[config.mk]
export PLATFORM = sky130hd
export DESIGN_NAME = upd_timer
export DESIGN_NICKNAME = d
export VERILOG_FILES = /design/src/rtl/upd_timer_pkg.sv /design/src/rtl/upd_timer_count.sv /design/src/rtl/upd_timer_regs.sv /design/src/rtl/upd_timer.sv
export SDC_FILE = /design/constraint.sdc
export NUM_CORES = 1
export LEC_CHECK = 0
export BUFFER_PORTS_ARGS = -buffer_cell sky130_fd_sc_hd__buf_4
export CAP_MARGIN = 20
export CORE_AREA = 5 5 241 243
export DETAILED_ROUTE_END_ITERATION = 8
export DIE_AREA = 0 0 246 248
export GPL_ROUTABILITY_DRIVEN = 0
export HOLD_SLACK_MARGIN = 0.05
export PLACE_DENSITY = 0.73
export SYNTH_ARGS = -nofsm -noshare
export SYNTH_HDL_FRONTEND = slang
export SYNTH_SLANG_ARGS = --single-unit
[constraint.sdc]
create_clock -name clk -period 4.5 [get_ports clk]
set_input_delay 0.225 -clock clk [delete_from_list [all_inputs] [get_ports clk]]
set_output_delay 0.225 -clock clk [all_outputs]
set_load 0.02 [all_outputs]
[src/rtl/upd_timer_pkg.sv]
package upd_timer_pkg;

  // Word indices whose decode drives behaviour
  localparam int IDX_RUN   = 0;
  localparam int IDX_IRQEN = 3;
  localparam int IDX_STAT  = 4;
  localparam int IDX_EVT   = 5;
  localparam int IDX_CNT   = 9;
  localparam int IDX_PSC   = 10;
  localparam int IDX_ARR   = 11;

  localparam int NUM_SLOTS = 15;
  localparam int SLOT_W    = 4;
  localparam int SLOT_RUN   = 0;
  localparam int SLOT_IRQEN = 3;

  typedef struct packed {
    logic run;
    logic reinit;
    logic loadCnt;
    logic loadPsc;
    logic loadArr;
  } dpStrobe_t;

  // Maps a word index onto a plain storage slot: {hit, slot}
  function automatic logic [SLOT_W:0] slotOf(input logic [4:0] idx);
    case (idx)
      5'd0:  slotOf = {1'b1, 4'd0};
      5'd1:  slotOf = {1'b1, 4'd1};
      5'd2:  slotOf = {1'b1, 4'd2};
      5'd3:  slotOf = {1'b1, 4'd3};
      5'd5:  slotOf = {1'b1, 4'd4};
      5'd6:  slotOf = {1'b1, 4'd5};
      5'd7:  slotOf = {1'b1, 4'd6};
      5'd8:  slotOf = {1'b1, 4'd7};
      5'd13: slotOf = {1'b1, 4'd8};
      5'd14: slotOf = {1'b1, 4'd9};
      5'd15: slotOf = {1'b1, 4'd10};
      5'd16: slotOf = {1'b1, 4'd11};
      5'd18: slotOf = {1'b1, 4'd12};
      5'd19: slotOf = {1'b1, 4'd13};
      5'd20: slotOf = {1'b1, 4'd14};
      default: slotOf = '0;
    endcase
  endfunction

endpackage

[src/rtl/upd_timer_count.sv]
module upd_timer_count
  import upd_timer_pkg::*;
#(
  parameter int DATA_W = 32
) (
  input  logic              clk,
  input  logic              rstN,
  input  dpStrobe_t         strb,
  input  logic [DATA_W-1:0] wdata,
  output logic [DATA_W-1:0] cntQ,
  output logic [DATA_W-1:0] pscQ,
  output logic [DATA_W-1:0] arrQ,
  output logic              updEvt
);

  logic [DATA_W-1:0] pscCnt;
  logic              tick;
  logic              atLimit;
  logic              arrZero;

  assign tick    = strb.run && (pscCnt >= pscQ);
  assign arrZero = (arrQ == '0);
  assign atLimit = !arrZero && (cntQ >= arrQ);
  // A counter load in the same cycle wins over the step
  assign updEvt  = tick && atLimit && !strb.loadCnt;

  always_ff @(posedge clk) begin
    if (!rstN || strb.reinit) begin
      pscQ <= '0;
      arrQ <= '0;
    end else begin
      if (strb.loadPsc) pscQ <= wdata;
      if (strb.loadArr) arrQ <= wdata;
    end
  end

  always_ff @(posedge clk) begin
    if (!rstN || strb.reinit) begin
      pscCnt <= '0;
    end else if (strb.loadCnt || strb.loadArr) begin
      pscCnt <= '0;
    end else if (strb.run) begin
      pscCnt <= tick ? '0 : pscCnt + 1'b1;
    end
  end

  always_ff @(posedge clk) begin
    if (!rstN || strb.reinit) begin
      cntQ <= '0;
    end else if (strb.loadCnt) begin
      cntQ <= wdata;
    end else if (tick) begin
      cntQ <= (arrZero || atLimit) ? '0 : cntQ + 1'b1;
    end
  end

endmodule

[src/rtl/upd_timer_regs.sv]
module upd_timer_regs
  import upd_timer_pkg::*;
#(
  parameter int ADDR_W = 5,
  parameter int DATA_W = 32
) (
  input  logic              clk,
  input  logic              rstN,
  input  logic              busRd,
  input  logic              busWr,
  input  logic [ADDR_W-1:0] busAddr,
  input  logic [DATA_W-1:0] busWdata,
  output logic [DATA_W-1:0] busRdata,
  input  logic              updEvt,
  input  logic [DATA_W-1:0] cntVal,
  input  logic [DATA_W-1:0] pscVal,
  input  logic [DATA_W-1:0] arrVal,
  output dpStrobe_t         strb,
  output logic              flagQ,
  output logic              uieQ,
  output logic              irqPulse
);

  logic [DATA_W-1:0]    slotQ [NUM_SLOTS];
  logic [NUM_SLOTS-1:0] slotWe;
  logic [SLOT_W:0]      slotMap;
  logic                 slotHit;
  logic [SLOT_W-1:0]    slotIdx;
  logic                 reinit;
  logic                 wrStat;

  assign slotMap = slotOf(5'(busAddr));
  assign slotHit = slotMap[SLOT_W];
  assign slotIdx = slotMap[SLOT_W-1:0];

  assign reinit = busWr && (busAddr == ADDR_W'(IDX_EVT)) && busWdata[0];
  assign wrStat = busWr && (busAddr == ADDR_W'(IDX_STAT));

  genvar s;
  generate
    for (s = 0; s < NUM_SLOTS; s++) begin : g_slotWe
      assign slotWe[s] = busWr && slotHit && (slotIdx == SLOT_W'(s));
    end
  endgenerate

  always_ff @(posedge clk) begin
    for (int i = 0; i < NUM_SLOTS; i++) begin
      if (!rstN || reinit)  slotQ[i] <= '0;
      else if (slotWe[i])   slotQ[i] <= busWdata;
    end
  end

  assign uieQ = slotQ[SLOT_IRQEN][0];

  always_ff @(posedge clk) begin
    if (!rstN || reinit) begin
      flagQ    <= 1'b0;
      irqPulse <= 1'b0;
    end else begin
      flagQ    <= (wrStat ? (flagQ & busWdata[0]) : flagQ) | (updEvt & uieQ);
      irqPulse <= updEvt & uieQ;
    end
  end

  always_comb begin
    strb.run     = slotQ[SLOT_RUN][0];
    strb.reinit  = reinit;
    strb.loadCnt = busWr && (busAddr == ADDR_W'(IDX_CNT));
    strb.loadPsc = busWr && (busAddr == ADDR_W'(IDX_PSC));
    strb.loadArr = busWr && (busAddr == ADDR_W'(IDX_ARR));
  end

  always_comb begin
    busRdata = '0;
    if (busRd) begin
      if (busAddr == ADDR_W'(IDX_STAT)) busRdata = {{(DATA_W-1){1'b0}}, flagQ};
      else if (busAddr == ADDR_W'(IDX_CNT)) busRdata = cntVal;
      else if (busAddr == ADDR_W'(IDX_PSC)) busRdata = pscVal;
      else if (busAddr == ADDR_W'(IDX_ARR)) busRdata = arrVal;
      else begin
        for (int i = 0; i < NUM_SLOTS; i++) begin
          if (slotHit && (slotIdx == SLOT_W'(i))) busRdata = slotQ[i];
        end
      end
    end
  end

endmodule

[src/rtl/upd_timer.sv]
module upd_timer
  import upd_timer_pkg::*;
#(
  parameter int ADDR_W = 5,
  parameter int DATA_W = 32
) (
  input  logic              clk,
  input  logic              rstN,
  input  logic              busRd,
  input  logic              busWr,
  input  logic [ADDR_W-1:0] busAddr,
  input  logic [DATA_W-1:0] busWdata,
  output logic [DATA_W-1:0] busRdata,
  output logic              irqPulse
);

  dpStrobe_t         strb;
  logic              updEvt;
  logic [DATA_W-1:0] cntQ;
  logic [DATA_W-1:0] pscQ;
  logic [DATA_W-1:0] arrQ;
  logic              flagQ;
  logic              uieQ;
  logic              runQ;

  assign runQ = strb.run;

  upd_timer_regs #(.ADDR_W(ADDR_W), .DATA_W(DATA_W)) i_regs (
    .clk(clk), .rstN(rstN), .busRd(busRd), .busWr(busWr),
    .busAddr(busAddr), .busWdata(busWdata), .busRdata(busRdata),
    .updEvt(updEvt), .cntVal(cntQ), .pscVal(pscQ), .arrVal(arrQ),
    .strb(strb), .flagQ(flagQ), .uieQ(uieQ), .irqPulse(irqPulse)
  );

  upd_timer_count #(.DATA_W(DATA_W)) i_count (
    .clk(clk), .rstN(rstN), .strb(strb), .wdata(busWdata),
    .cntQ(cntQ), .pscQ(pscQ), .arrQ(arrQ), .updEvt(updEvt)
  );

endmodule

==> impl_metrics.toml <==
[timing]
finalHoldViolCount = 0
rsz0062_at_grt = "false"
maxSlewHeadroom_pct = 21.5
worst_slew_pin_slew_ps = 1170
tns_ps = 0
finalSetupViolCount = 0
max_freq_ghz = 0.227
layout_min_cycle_time_ps = 4410
period_share_pct = 98.1
fin_skew_ps = 13.9
slew_violations = 0

[route]
drt_iter0_markers = 3624
viasPerCell = 6.68
via_count = 24800
met3_length_mm = 13.6
wirelength_mm = 105
drc_errors = 0
routed.top_layer = "met5"
wl_met1_mm = 36.7
wl_per_cell_um = 28.3
ant_nets = 0
firstDrtPassIters = 6
dr_wl_met2_mm = 47.3

[clocking]
cts_tree = "built"
cts_root_buf = "clkbuf_16"
path_clk_slew_ps = 60
cts_buffer_depth = 3
h-tree-depth = 3
cts_resized = 0
clock-sinks = 610
clock_latency_ps = 600
cts_buffers = 66

[yosys]
avgSynthCellArea_um2 = 10.7
synth-edff-count = 480
yosysWarningCount = 0
yosys.cell_types.count = 96
synth-main-ff-cell = "edfxtp_1"
synthCells = 2814
synth-async-reset-ratio_pct = 0
synth_most_common_cell = "and2_1"
synth_top_cell_by_area = "edfxtp_1"
netlist_area_mm2 = 0.0302
yosysTopAreaCellShare_pct = 47.7
synthTopCellsByCount = "and2_1, edfxtp_1, nand2_1, a21oi_1, clkbuf_1"
ys_ff_latch = 610
ys_seq_area_share_pct = 56.3
synthTopCellsByArea = "edfxtp_1, and2_1, dfxtp_1, nand2_1, ha_1"
syn-num-nets = 2926

[grt]
grt_max_degree = 54
antenna_found_initial = 6
grt_use_total_pct = 33.6
grt_overflow = 0
grt_pass1_wl_mm = 154
grt_pass1_vias = 23800

[worst_setup_path]
rrSetupSlack_ps = 550
reg2reg_depth = 11
endpoint_kind = "primary output"
path_class = "in2out"
r2r-start = "i_count.arrQ[21]"
r2r-end = "i_count.cntQ[7]"
crit_start = "busAddr[0]"
arrival_ps = 4190
endpoint = "busRdata[22]"
crit_fanout = 14
start_kind = "input port"
cp_data_required_time_ps = 4280

[finish]
area_growth_pct = 13.7
final_cells = 3716
finalNetCount = 3018
drive_gt1_share_pct = 12.3
fillers = 4408

[floorplan]
start_util_pct = 54.2
dieArea_mm2 = 0.0610
die_y_um = 248
coreArea_mm2 = 0.0557
ios = 74
die_w_um = 246
rows = 87

[place]
io_buffers = 73
hpwl_mm = 71.1
placedCellCount = 3558

[pwr]
ir_drop_mv = 0.254
power.leakage_nw = 12.2
power_mw = 12.8
power.density_mw_per_mm2 = 373

[min_path]
worstHoldPathType = "in2reg"

[run]
max-cap-violations = 0

[outcome]
status = "completed"
what timing repair did:
action	in CTS	in global routing
hold endpoints to repair	67	0
setup buffers	0	0
hold buffers	34	0
layer usage:
metal	vias to the layer above	global-route usage, %
li1	10500	-
met2	1960	53.0
met4	4	19.8
met5	-	0
met1	12000	43.3
met3	421	6.90
cells in the final DEF, fill, tap and decap left out, types with 22 or more instances in the layout:
master / n
a21oi_1: 158
a221oi_1: 61
a22oi_1: 46
a31oi_1: 32
and2_1: 501
buf_4: 192
clkbuf_16: 71
dfxtp_1: 130
dlygate4sd3_1: 34
edfxtp_1: 480
ha_1: 71
inv_1: 77
nand2_1: 290
nand3_1: 76
nand4_1: 22
nor2_1: 114
nor3_1: 29
o21ai_0: 95
o221ai_1: 24
o22ai_1: 40
registers in the layout, indices dropped and copies added, names as in the netlist:
| register | cells |
|---|---|
| i_regs.flagQ | 1 |
| i_count.cntQ | 32 |
| i_count.pscQ | 32 |
| i_count.pscCnt | 32 |
| i_regs.slotQ | 480 |
| i_count.arrQ | 32 |
| i_regs.irqPulse | 1 |
through the flow:
stage / area, um^2 / setup WS [ps] / hold slack [ps] / utilization [%]
after floorplan: 30200 / 1210 / 361 / -
after global placement: 31900 / 404 / 448 / 57.3
after detailed placement: 31900 / 264 / 455 / 57.3
after CTS: 34300 / 266 / 285 / 61.6
after global routing: 34400 / 75.9 / 330 / 61.7
final: 34400 / 85.5 / 340 / 61.7
cell families (layout without fill, tap and decap cells):
group	Yosys count	in the layout	synth area share (%)
AOI/OAI and AO/OA	643	643	14.9
xor gates and xnor gates	32	32	0.927
adders and majority gates	71	71	2.94
buffers and inverters	286	430	3.94
DFF	610	610	56.3
muxes	13	13	0.455
other	0	2	0
and+or+nand+nor	1159	1159	20.6
worst min path at each step:
stage / from / endpoint / slack (ps) / depth (start not counted)
after floorplan: busWdata[18] / i_count.pscQ[18] / 360 / 2
after global placement: i_count.pscQ[18] / i_count.pscQ[18] / 450 / 2
after detailed placement: i_count.pscQ[18] / i_count.pscQ[18] / 460 / 2
after CTS: busWr / i_count.cntQ[0] / 280 / 4
after global routing: busWr / i_count.cntQ[0] / 330 / 4
final: busWr / i_count.cntQ[0] / 340 / 4
cell type report:
type,count,area (um^2),area share [%]
well taps,756,946,2.75
clock buffers,91,1880,5.46
repair buffers,233,1920,5.59
multi-input cells,1918,12100,35.3
clock inverters,29,178,0.517
flip-flops and latches,610,17000,49.5
inverters,77,289,0.841
diodes,2,5.00,0.0146
report_power, final:
| group | internal, mW | leakage, nW | switching, mW |
|---|---|---|---|
| registers | 6.34 | 5.63 | 0.103 |
| clock network | 2.99 | 1.00 | 2.24 |
| logic | 0.327 | 5.57 | 0.815 |
worst max-delay path, cell delays in order:
cell	delay, ps
buf_4	130
inv_1	90
ha_1	320
mux2_2	350
a221oi_4	570
o211ai_4	330
o211ai_2	630
a221oi_1	130
o311ai_0	890
a21oi_1	170
nor2_1	170
buf_4	160
(Power assumes the default switching activity.)
